File: src/rtl/ep_irq_pkg.sv
package ep_irq_pkg;

    typedef enum logic [1:0] {
        HS_NONE   = 2'b00,
        HS_ACK_RX = 2'b01,
        HS_ACK_TX = 2'b10,
        HS_OTHER  = 2'b11
    } hs_code_t;

    typedef enum logic {
        DIR_OUT = 1'b0,
        DIR_IN  = 1'b1
    } txn_dir_t;

    typedef enum logic {
        SLOT_IDLE = 1'b0,
        SLOT_PEND = 1'b1
    } slot_state_t;

endpackage

File: src/rtl/ep_evt_qualify.sv
module ep_evt_qualify
    import ep_irq_pkg::*;
#(
    parameter int NUM_EP = 5,
    parameter int IDX_W  = 3
) (
    input  logic              txn_done,
    input  logic [IDX_W-1:0]  txn_ep,
    input  logic              txn_dir,
    input  logic [1:0]        txn_hs,
    output logic [NUM_EP-1:0] hit
);

    logic closing_ok;
    logic index_ok;

    // The right closing handshake depends on which side acknowledged
    always_comb begin
        unique case (txn_dir_t'(txn_dir))
            DIR_IN:  closing_ok = (hs_code_t'(txn_hs) == HS_ACK_RX);
            DIR_OUT: closing_ok = (hs_code_t'(txn_hs) == HS_ACK_TX);
            default: closing_ok = 1'b0;
        endcase
    end

    assign index_ok = (int'(txn_ep) < NUM_EP);

    for (genvar e = 0; e < NUM_EP; e++) begin : g_dec
        assign hit[e] = txn_done && closing_ok && index_ok && (int'(txn_ep) == e);
    end

endmodule

File: src/rtl/ep_pend_slot.sv
module ep_pend_slot
    import ep_irq_pkg::*;
(
    input  logic clk,
    input  logic rst_n,
    input  logic raise,
    input  logic retire,
    output logic pending
);

    slot_state_t state_q;
    slot_state_t state_d;

    always_ff @(posedge clk or negedge rst_n) begin
        if (!rst_n) state_q <= SLOT_IDLE;
        else        state_q <= state_d;
    end

    // Next state: a raise in the same cycle as a retire wins
    always_comb begin
        state_d = state_q;
        unique case (state_q)
            SLOT_IDLE: if (raise)              state_d = SLOT_PEND;
            SLOT_PEND: if (retire && !raise)   state_d = SLOT_IDLE;
            default:                           state_d = SLOT_IDLE;
        endcase
    end

    always_comb begin
        unique case (state_q)
            SLOT_PEND: pending = 1'b1;
            default:   pending = 1'b0;
        endcase
    end

endmodule

File: src/rtl/ep_req_combine.sv
module ep_req_combine #(
    parameter int NUM_EP = 5
) (
    input  logic [NUM_EP-1:0] pend,
    input  logic [NUM_EP-1:0] en,
    output logic              req
);

    assign req = |(pend & en);

endmodule

File: src/rtl/usb_ep_irq_gen.sv
module usb_ep_irq_gen #(
    parameter int NUM_EP = 5,
    parameter int IDX_W  = 3
) (
    input  logic              clk,
    input  logic              rst_n,
    input  logic              txn_done,
    input  logic [IDX_W-1:0]  txn_ep,
    input  logic              txn_dir,
    input  logic [1:0]        txn_hs,
    input  logic [NUM_EP-1:0] ack_clr,
    input  logic [NUM_EP-1:0] irq_en,
    output logic [NUM_EP-1:0] pend,
    output logic              irq_req
);

    logic [NUM_EP-1:0] hit;

    ep_evt_qualify #(.NUM_EP(NUM_EP), .IDX_W(IDX_W)) u_qual (
        .txn_done (txn_done),
        .txn_ep   (txn_ep),
        .txn_dir  (txn_dir),
        .txn_hs   (txn_hs),
        .hit      (hit)
    );

    for (genvar e = 0; e < NUM_EP; e++) begin : g_slot
        ep_pend_slot u_slot (
            .clk     (clk),
            .rst_n   (rst_n),
            .raise   (hit[e]),
            .retire  (ack_clr[e]),
            .pending (pend[e])
        );
    end

    ep_req_combine #(.NUM_EP(NUM_EP)) u_comb (
        .pend (pend),
        .en   (irq_en),
        .req  (irq_req)
    );

endmodule

File: config.mk
export PLATFORM = sky130hd
export DESIGN_NAME = usb_ep_irq_gen
export DESIGN_NICKNAME = d
export VERILOG_FILES = /design/src/rtl/ep_irq_pkg.sv /design/src/rtl/ep_evt_qualify.sv /design/src/rtl/ep_pend_slot.sv /design/src/rtl/ep_req_combine.sv /design/src/rtl/usb_ep_irq_gen.sv
export SDC_FILE = /design/constraint.sdc
export NUM_CORES = 1
export LEC_CHECK = 0
export ABC_AREA = 1
export BUFFER_PORTS_ARGS = -buffer_cell sky130_fd_sc_hd__buf_2
export CAP_MARGIN = 20
export CORE_MARGIN = 8
export CORE_UTILIZATION = 29
export CTS_CLUSTER_SIZE = 30
export DETAILED_ROUTE_END_ITERATION = 8
export PLACE_DENSITY = 0.7
export SKIP_LAST_GASP = 1
export SLEW_MARGIN = 15
export SYNTH_ARGS = -nofsm -noshare
export SYNTH_HDL_FRONTEND = slang
export SYNTH_SLANG_ARGS = --single-unit
File: constraint.sdc
create_clock -name clk -period 0.8 [get_ports clk]
set_input_delay 0 -clock clk [delete_from_list [all_inputs] [get_ports clk]]
set_output_delay 0 -clock clk [all_outputs]
set_load 0.05 [all_outputs]
# Word level (Yosys, flattened, before mapping)
# Cells that the tools add are included.
[classes]
shifts = 0
n_eq_ne = 6
reduce_logical = 19
multipliers = 0
div_mod_pow = 0
n_addsub = 0
n_bitwise = 7
muxes = 21
n_lt_le_gt_ge = 1
[ops]
columns = ["cell", "n"]
rows = [
  ["1-bit 2-to-1 mux", 15],
  ["1-bit logical AND", 12],
  ["1-bit one-hot mux with 2 select lines", 6],
  ["3-bit == test (second input constant)", 3],
  ["1-bit NOT", 6],
  ["5-bit AND", 1],
  ["1-bit zero test", 5],
  ["5-bit OR reduction", 1],
  ["3-bit by 2-bit == test with 1-bit output (second input constant)", 1],
  ["3-bit zero test", 1],
  ["3-bit < comparator (second input constant)", 1],
  ["2-bit by 1-bit == test with 1-bit output (second input constant)", 1],
  ["2-bit == test (second input constant)", 1],
]
[word_totals]
mem_bits_ro = 0
register_bits = 5
latchBits = 0
output_inout_bits = 6
n_memories = 0
mem_bits_rw = 0

# Logic depth before layout (Yosys ltp)
[logic_depth]
depth_word = 9
depth_mapped = 6
depth_no_buf = 6

# By module
# A second synthesis with hierarchy kept.
[hier_totals]
cells_unflattened = 63
hier_area_um2 = 355.3
[modules_own_cells]
columns = ["mod", "n_inst", "cells_each", "seq_area_each_um2", "area_each_um2"]
rows = [
  ["ep_pend_slot", 5, 5, 25.0, 40.0],
  ["ep_evt_qualify", 1, 27, 0.0, 113.9],
  ["ep_req_combine", 1, 11, 0.0, 41.3],
]

# Worst setup path after synthesis
# Ideal clock, no wire load.
[synth_path]
path_type = "reg2out"
from = "register g_slot[1].u_slot.state_q"
to = "output irq_req"
arrival_ps = 960
stages_incl_launch_ff = 5
path_buffers = 0
slack_ps = -160
cell_sequence = "dfrtp_1 -> nand2_1 -> nand2_1 -> a21oi_1 -> nand3_1"
[synth_via]
elab_chain_cells = 3
[synth_rtl]
columns = ["element", "line_no", "text"]
rows = [
  ["start: declaration", "ep_pend_slot.sv:11", "slot_state_t state_q;"],
  ["start signal: assignment", "ep_pend_slot.sv:16", "else state_q <= state_d;"],
  ["1-bit 2-to-1 mux", "ep_pend_slot.sv:30", "unique case (state_q)"],
  ["5-bit AND", "ep_req_combine.sv:9", "assign req = |(pend & en);"],
  ["5-bit OR reduction", "ep_req_combine.sv:9", ""],
  ["end: declaration", "usb_ep_irq_gen.sv:14", "output logic irq_req"],
]
# Every way passes these cells.

# Worst setup path in the final report
[layout_path]
from = "register g_slot[2].u_slot.state_q"
to = "output irq_req"
[layout_via]
elab_chain_cells = 3
[layout_rtl]
columns = ["element", "line_no"]
rows = [
  ["start: declaration", "ep_pend_slot.sv:11"],
  ["start signal: assignment", "ep_pend_slot.sv:16"],
  ["1-bit 2-to-1 mux", "ep_pend_slot.sv:30"],
  ["5-bit AND", "ep_req_combine.sv:9"],
  ["5-bit OR reduction", "ep_req_combine.sv:9"],
]
# Every way passes these cells.

==> flow_results.xml <==
<?xml version="1.0" encoding="UTF-8"?>
<metrics>
  <group name="clock_tree">
    <metric name="cts.htree.levels" unit="">1</metric>
    <metric name="cts_tree" unit="">built</metric>
    <metric name="clk-insertion-delay-late" unit="ns">0.24</metric>
    <metric name="number_of_buffers_created_by_cts" unit="">3</metric>
    <metric name="cts_buffer_depth" unit="">2</metric>
    <metric name="clock_sinks" unit="">5</metric>
    <metric name="clk_slew_on_worst_s_h_paths" unit="ns">0.04</metric>
    <metric name="cts-root-buf" unit="">clkbuf_4</metric>
  </group>
  <group name="final_layout">
    <metric name="drive_gt1_frac" unit="">0.435</metric>
    <metric name="area_growth_synth_to_finish" unit="%">72.4</metric>
    <metric name="finish.cell_count_without_fillers" unit="">107</metric>
    <metric name="finish.net_count" unit="">112</metric>
    <metric name="top_regs" unit="">g_slot.u_slot.state_q x5</metric>
    <metric name="diodes" unit="">0</metric>
    <metric name="number_of_flip_flops_under_the_largest_register_name" unit="">5</metric>
    <metric name="largest-register" unit="">g_slot.u_slot.state_q</metric>
    <metric name="top_library_cells_by_usage_in_the_layout_fill_and_taps_aside" unit="">nand2_1, buf_2, inv_1</metric>
  </group>
  <group name="synthesis">
    <metric name="synth_sequential_area_ratio" unit="">0.325</metric>
    <metric name="post_synth_instance_area" unit="sq um">385</metric>
    <metric name="syn_avg_cell_area" unit="sq um">6.42</metric>
    <metric name="synth.net_count" unit="">79</metric>
    <metric name="number_of_different_library_cells_in_the_post_synthesis_netlist" unit="">12</metric>
    <metric name="synth_cells" unit="">60</metric>
    <metric name="yosys_register_bits" unit="">5</metric>
    <metric name="synthesis.yosys.warnings" unit="">0</metric>
  </group>
  <group name="worst_setup_path">
    <metric name="critical_path_peak_fanout" unit="">2</metric>
    <metric name="crit_path_start_kind" unit="">register</metric>
    <metric name="cells_traversed_along_the_worst_timing_path" unit="">nand2_1, nand2_1, a21oi_2, nand3_4, buf_6</metric>
    <metric name="critical-path-top-cell-by-count" unit="">nand2_1</metric>
    <metric name="cpLargestDelayFamily" unit="">flip-flops</metric>
    <metric name="worst-setup-path-type" unit="">register to primary output</metric>
    <metric name="critical_path_required" unit="ns">0.80</metric>
    <metric name="timing.critical_path.arrival" unit="ns">1.12</metric>
    <metric name="worst-path-buf-inv" unit="">1</metric>
    <metric name="critical-path-max-stage-delay" unit="ns">0.37</metric>
    <metric name="timing.critical_path.slowest_stage_cell" unit="">dfrtp_1</metric>
    <metric name="worstSetupEndpointType" unit="">primary output</metric>
  </group>
  <group name="floorplan">
    <metric name="initial_core_util" unit="">0.304</metric>
    <metric name="dieHeight" unit="microns">52.5</metric>
    <metric name="boundaryPins" unit="">25</metric>
    <metric name="core_area" unit="sq um">1270</metric>
    <metric name="die_x" unit="microns">52.5</metric>
    <metric name="floorplan.die_area" unit="sq um">2750</metric>
    <metric name="fp-row-count" unit="">13</metric>
  </group>
  <group name="detailed_routing">
    <metric name="vias_per_cell" unit="">4.02</metric>
    <metric name="route.detailed.drc" unit="">0</metric>
    <metric name="drt_wl_total" unit="mm">1.03</metric>
    <metric name="routed-via-count" unit="">430</metric>
    <metric name="drt-pass1-iter-count" unit="">1</metric>
    <metric name="avgRoutedWirePerCell" unit="microns">9.66</metric>
    <metric name="route.antenna.remaining_nets" unit="">0</metric>
    <metric name="drt-initial-drc-count" unit="">0</metric>
  </group>
  <group name="place">
    <metric name="placedCellCount" unit="">97</metric>
    <metric name="port_buffers" unit="">24</metric>
    <metric name="routabilityCongestion" unit="">0.733</metric>
    <metric name="dp_hpwl" unit="microns">774</metric>
  </group>
  <group name="pwr">
    <metric name="cell_internal_pwr" unit="W">0.000546</metric>
    <metric name="p_switching" unit="W">0.000207</metric>
    <metric name="cellPowerDensity" unit="nW/um^2">1130</metric>
    <metric name="worst_ir_drop_vdd" unit="uV">439</metric>
    <metric name="leakagePower" unit="nW">0.404</metric>
    <metric name="clock_power_share" unit="">0.375</metric>
    <metric name="design_power_total" unit="W">0.000754</metric>
    <metric name="comb_power_share" unit="">0.275</metric>
    <metric name="power.sequential.fraction" unit="">0.349</metric>
    <metric name="power.share.switching" unit="">0.275</metric>
  </group>
  <group name="global_routing">
    <metric name="first_pass_grt_wire_length" unit="mm">1.58</metric>
    <metric name="grt_antenna_before_repair" unit="">0</metric>
    <metric name="first_global_vias" unit="">399</metric>
    <metric name="maximum_number_of_pins_on_one_net_before_global_route_repair" unit="">6</metric>
    <metric name="grt-ovfl-total" unit="">0</metric>
    <metric name="globalRouteTotalUtil" unit="">0.0808</metric>
  </group>
  <group name="sta">
    <metric name="fmaxAchievable" unit="MHz">892</metric>
    <metric name="report.final.hold_viol_count" unit="">0</metric>
    <metric name="max-slew-margin-rel" unit="">0.884</metric>
    <metric name="finalWorstPathRequiredPeriod" unit="ns">1.12</metric>
    <metric name="rsz0062_at_grt" unit="">true</metric>
    <metric name="layout_setup_ws" unit="ns">-0.322</metric>
    <metric name="worstMarginPinSlew" unit="ns">0.173</metric>
    <metric name="finalSetupTns" unit="ns">-0.584</metric>
    <metric name="timing.clock.skew" unit="ns">0</metric>
    <metric name="post-route-period-util" unit="">1.40</metric>
    <metric name="setup_viol_count_final" unit="">5</metric>
    <metric name="hold-worst-slack" unit="ns">0.0126</metric>
    <metric name="report.final.slew_viol_count" unit="">0</metric>
  </group>
  <group name="min_path">
    <metric name="hold_class" unit="">input pin to register</metric>
  </group>
  <group name="run_status">
    <metric name="status" unit="">finished, violations left</metric>
    <metric name="violated_checks" unit="">setup timing</metric>
  </group>
  <group name="run">
    <metric name="drv_cap" unit="">0</metric>
  </group>
</metrics>
==> cell families after synthesis <==
logic type             Yosys count  share of synthesized area
flip-flops                       5                      0.325
AO/OA/AOI/OAI                    1                     0.0130
buffers and inverters           18                      0.224
AND/OR/NAND/NOR                 36                      0.438
==> metrics by stage <==
step           cell area, sq um  setup WS, ns  utilization
3_5_place_dp                526        -0.105        0.414
4_1_cts                     658        -0.317        0.519
5_1_grt                     664        -0.381        0.524
3_3_place_gp                526       -0.0954        0.414
2_1_floorplan               402       0.00591            -
6_report                    664        -0.322        0.524
==> power groups by stage <==
stage                     clock network, W  logic, W  registers, W
after floorplan                          0  0.000106      0.000266
after global placement                   0  0.000168      0.000266
after detailed placement                 0  0.000171      0.000266
after CTS                         0.000298  0.000206      0.000263
after global routing              0.000324  0.000227      0.000263
final                             0.000283  0.000207      0.000263
==> tightest hold or removal path, stage by stage <==
cell	delay [ns]
buf_2	0.07
inv_1	0.03
nand2_1	0.06
nand2_1	0.05
==> Yosys cell counts <==
| library cell | n | area share |
|---|---|---|
| nand2_1 | 19 | 0.19 |
| inv_1 | 12 | 0.12 |
| nand3_1 | 6 | 0.078 |
| buf_4 | 5 | 0.097 |
| dfrtp_1 | 5 | 0.32 |
| nor2_1 | 3 | 0.029 |
| nor3_1 | 3 | 0.039 |
| nand2_2 | 2 | 0.032 |
| nor2_4 | 2 | 0.058 |
| a21oi_1 | 1 | 0.013 |
| inv_2 | 1 | 0.0097 |
| nor2_2 | 1 | 0.016 |
==> worst paths after layout <==
path	from	end	slack, ns	cells past startpoint
worst min register to register	g_slot[4].u_slot.state_q	g_slot[4].u_slot.state_q	0.54	2
max in group asynchronous	rst_n	g_slot[1].u_slot.state_q	0.55	2
worst min-delay path	ack_clr[2]	g_slot[2].u_slot.state_q	0.01	4
min in group asynchronous	rst_n	g_slot[4].u_slot.state_q	0.13	2
worst max register to register	g_slot[0].u_slot.state_q	g_slot[0].u_slot.state_q	0.01	4
worst max-delay path	g_slot[2].u_slot.state_q	irq_req	-0.32	5
==> cell type report <==
type / count / area, sq um
sequential: 5 / 125
multi-input combinational: 37 / 193
timing repair buffer: 33 / 253
clock buffer: 4 / 26.3
tap: 15 / 18.8
fill: 125 / 604
inverter: 13 / 48.8
==> layer usage <==
layer | vias up | part of all wire | wire (microns) | track usage
met2 | 24 | 0.42 | 436 | 0.109
met1 | 167 | 0.44 | 451 | 0.0856
li1 | 237 | - | - | -
met4 | 0 | 0.026 | 27 | 0.103
met3 | 2 | 0.11 | 118 | 0.0284
met5 | - | 0 | 0 | 0
==> repair_timing <==
action                                  4_1_cts  5_1_grt
endpoints found under the setup margin        6        7
pin swaps                                     0        2
hold endpoints to repair                      9        0
resized for setup                            15        2
gates cloned                                  0        0
hold buffers                                  5        0
setup buffers                                 2        1
Note: power is estimated with default switching activity, not from simulation.
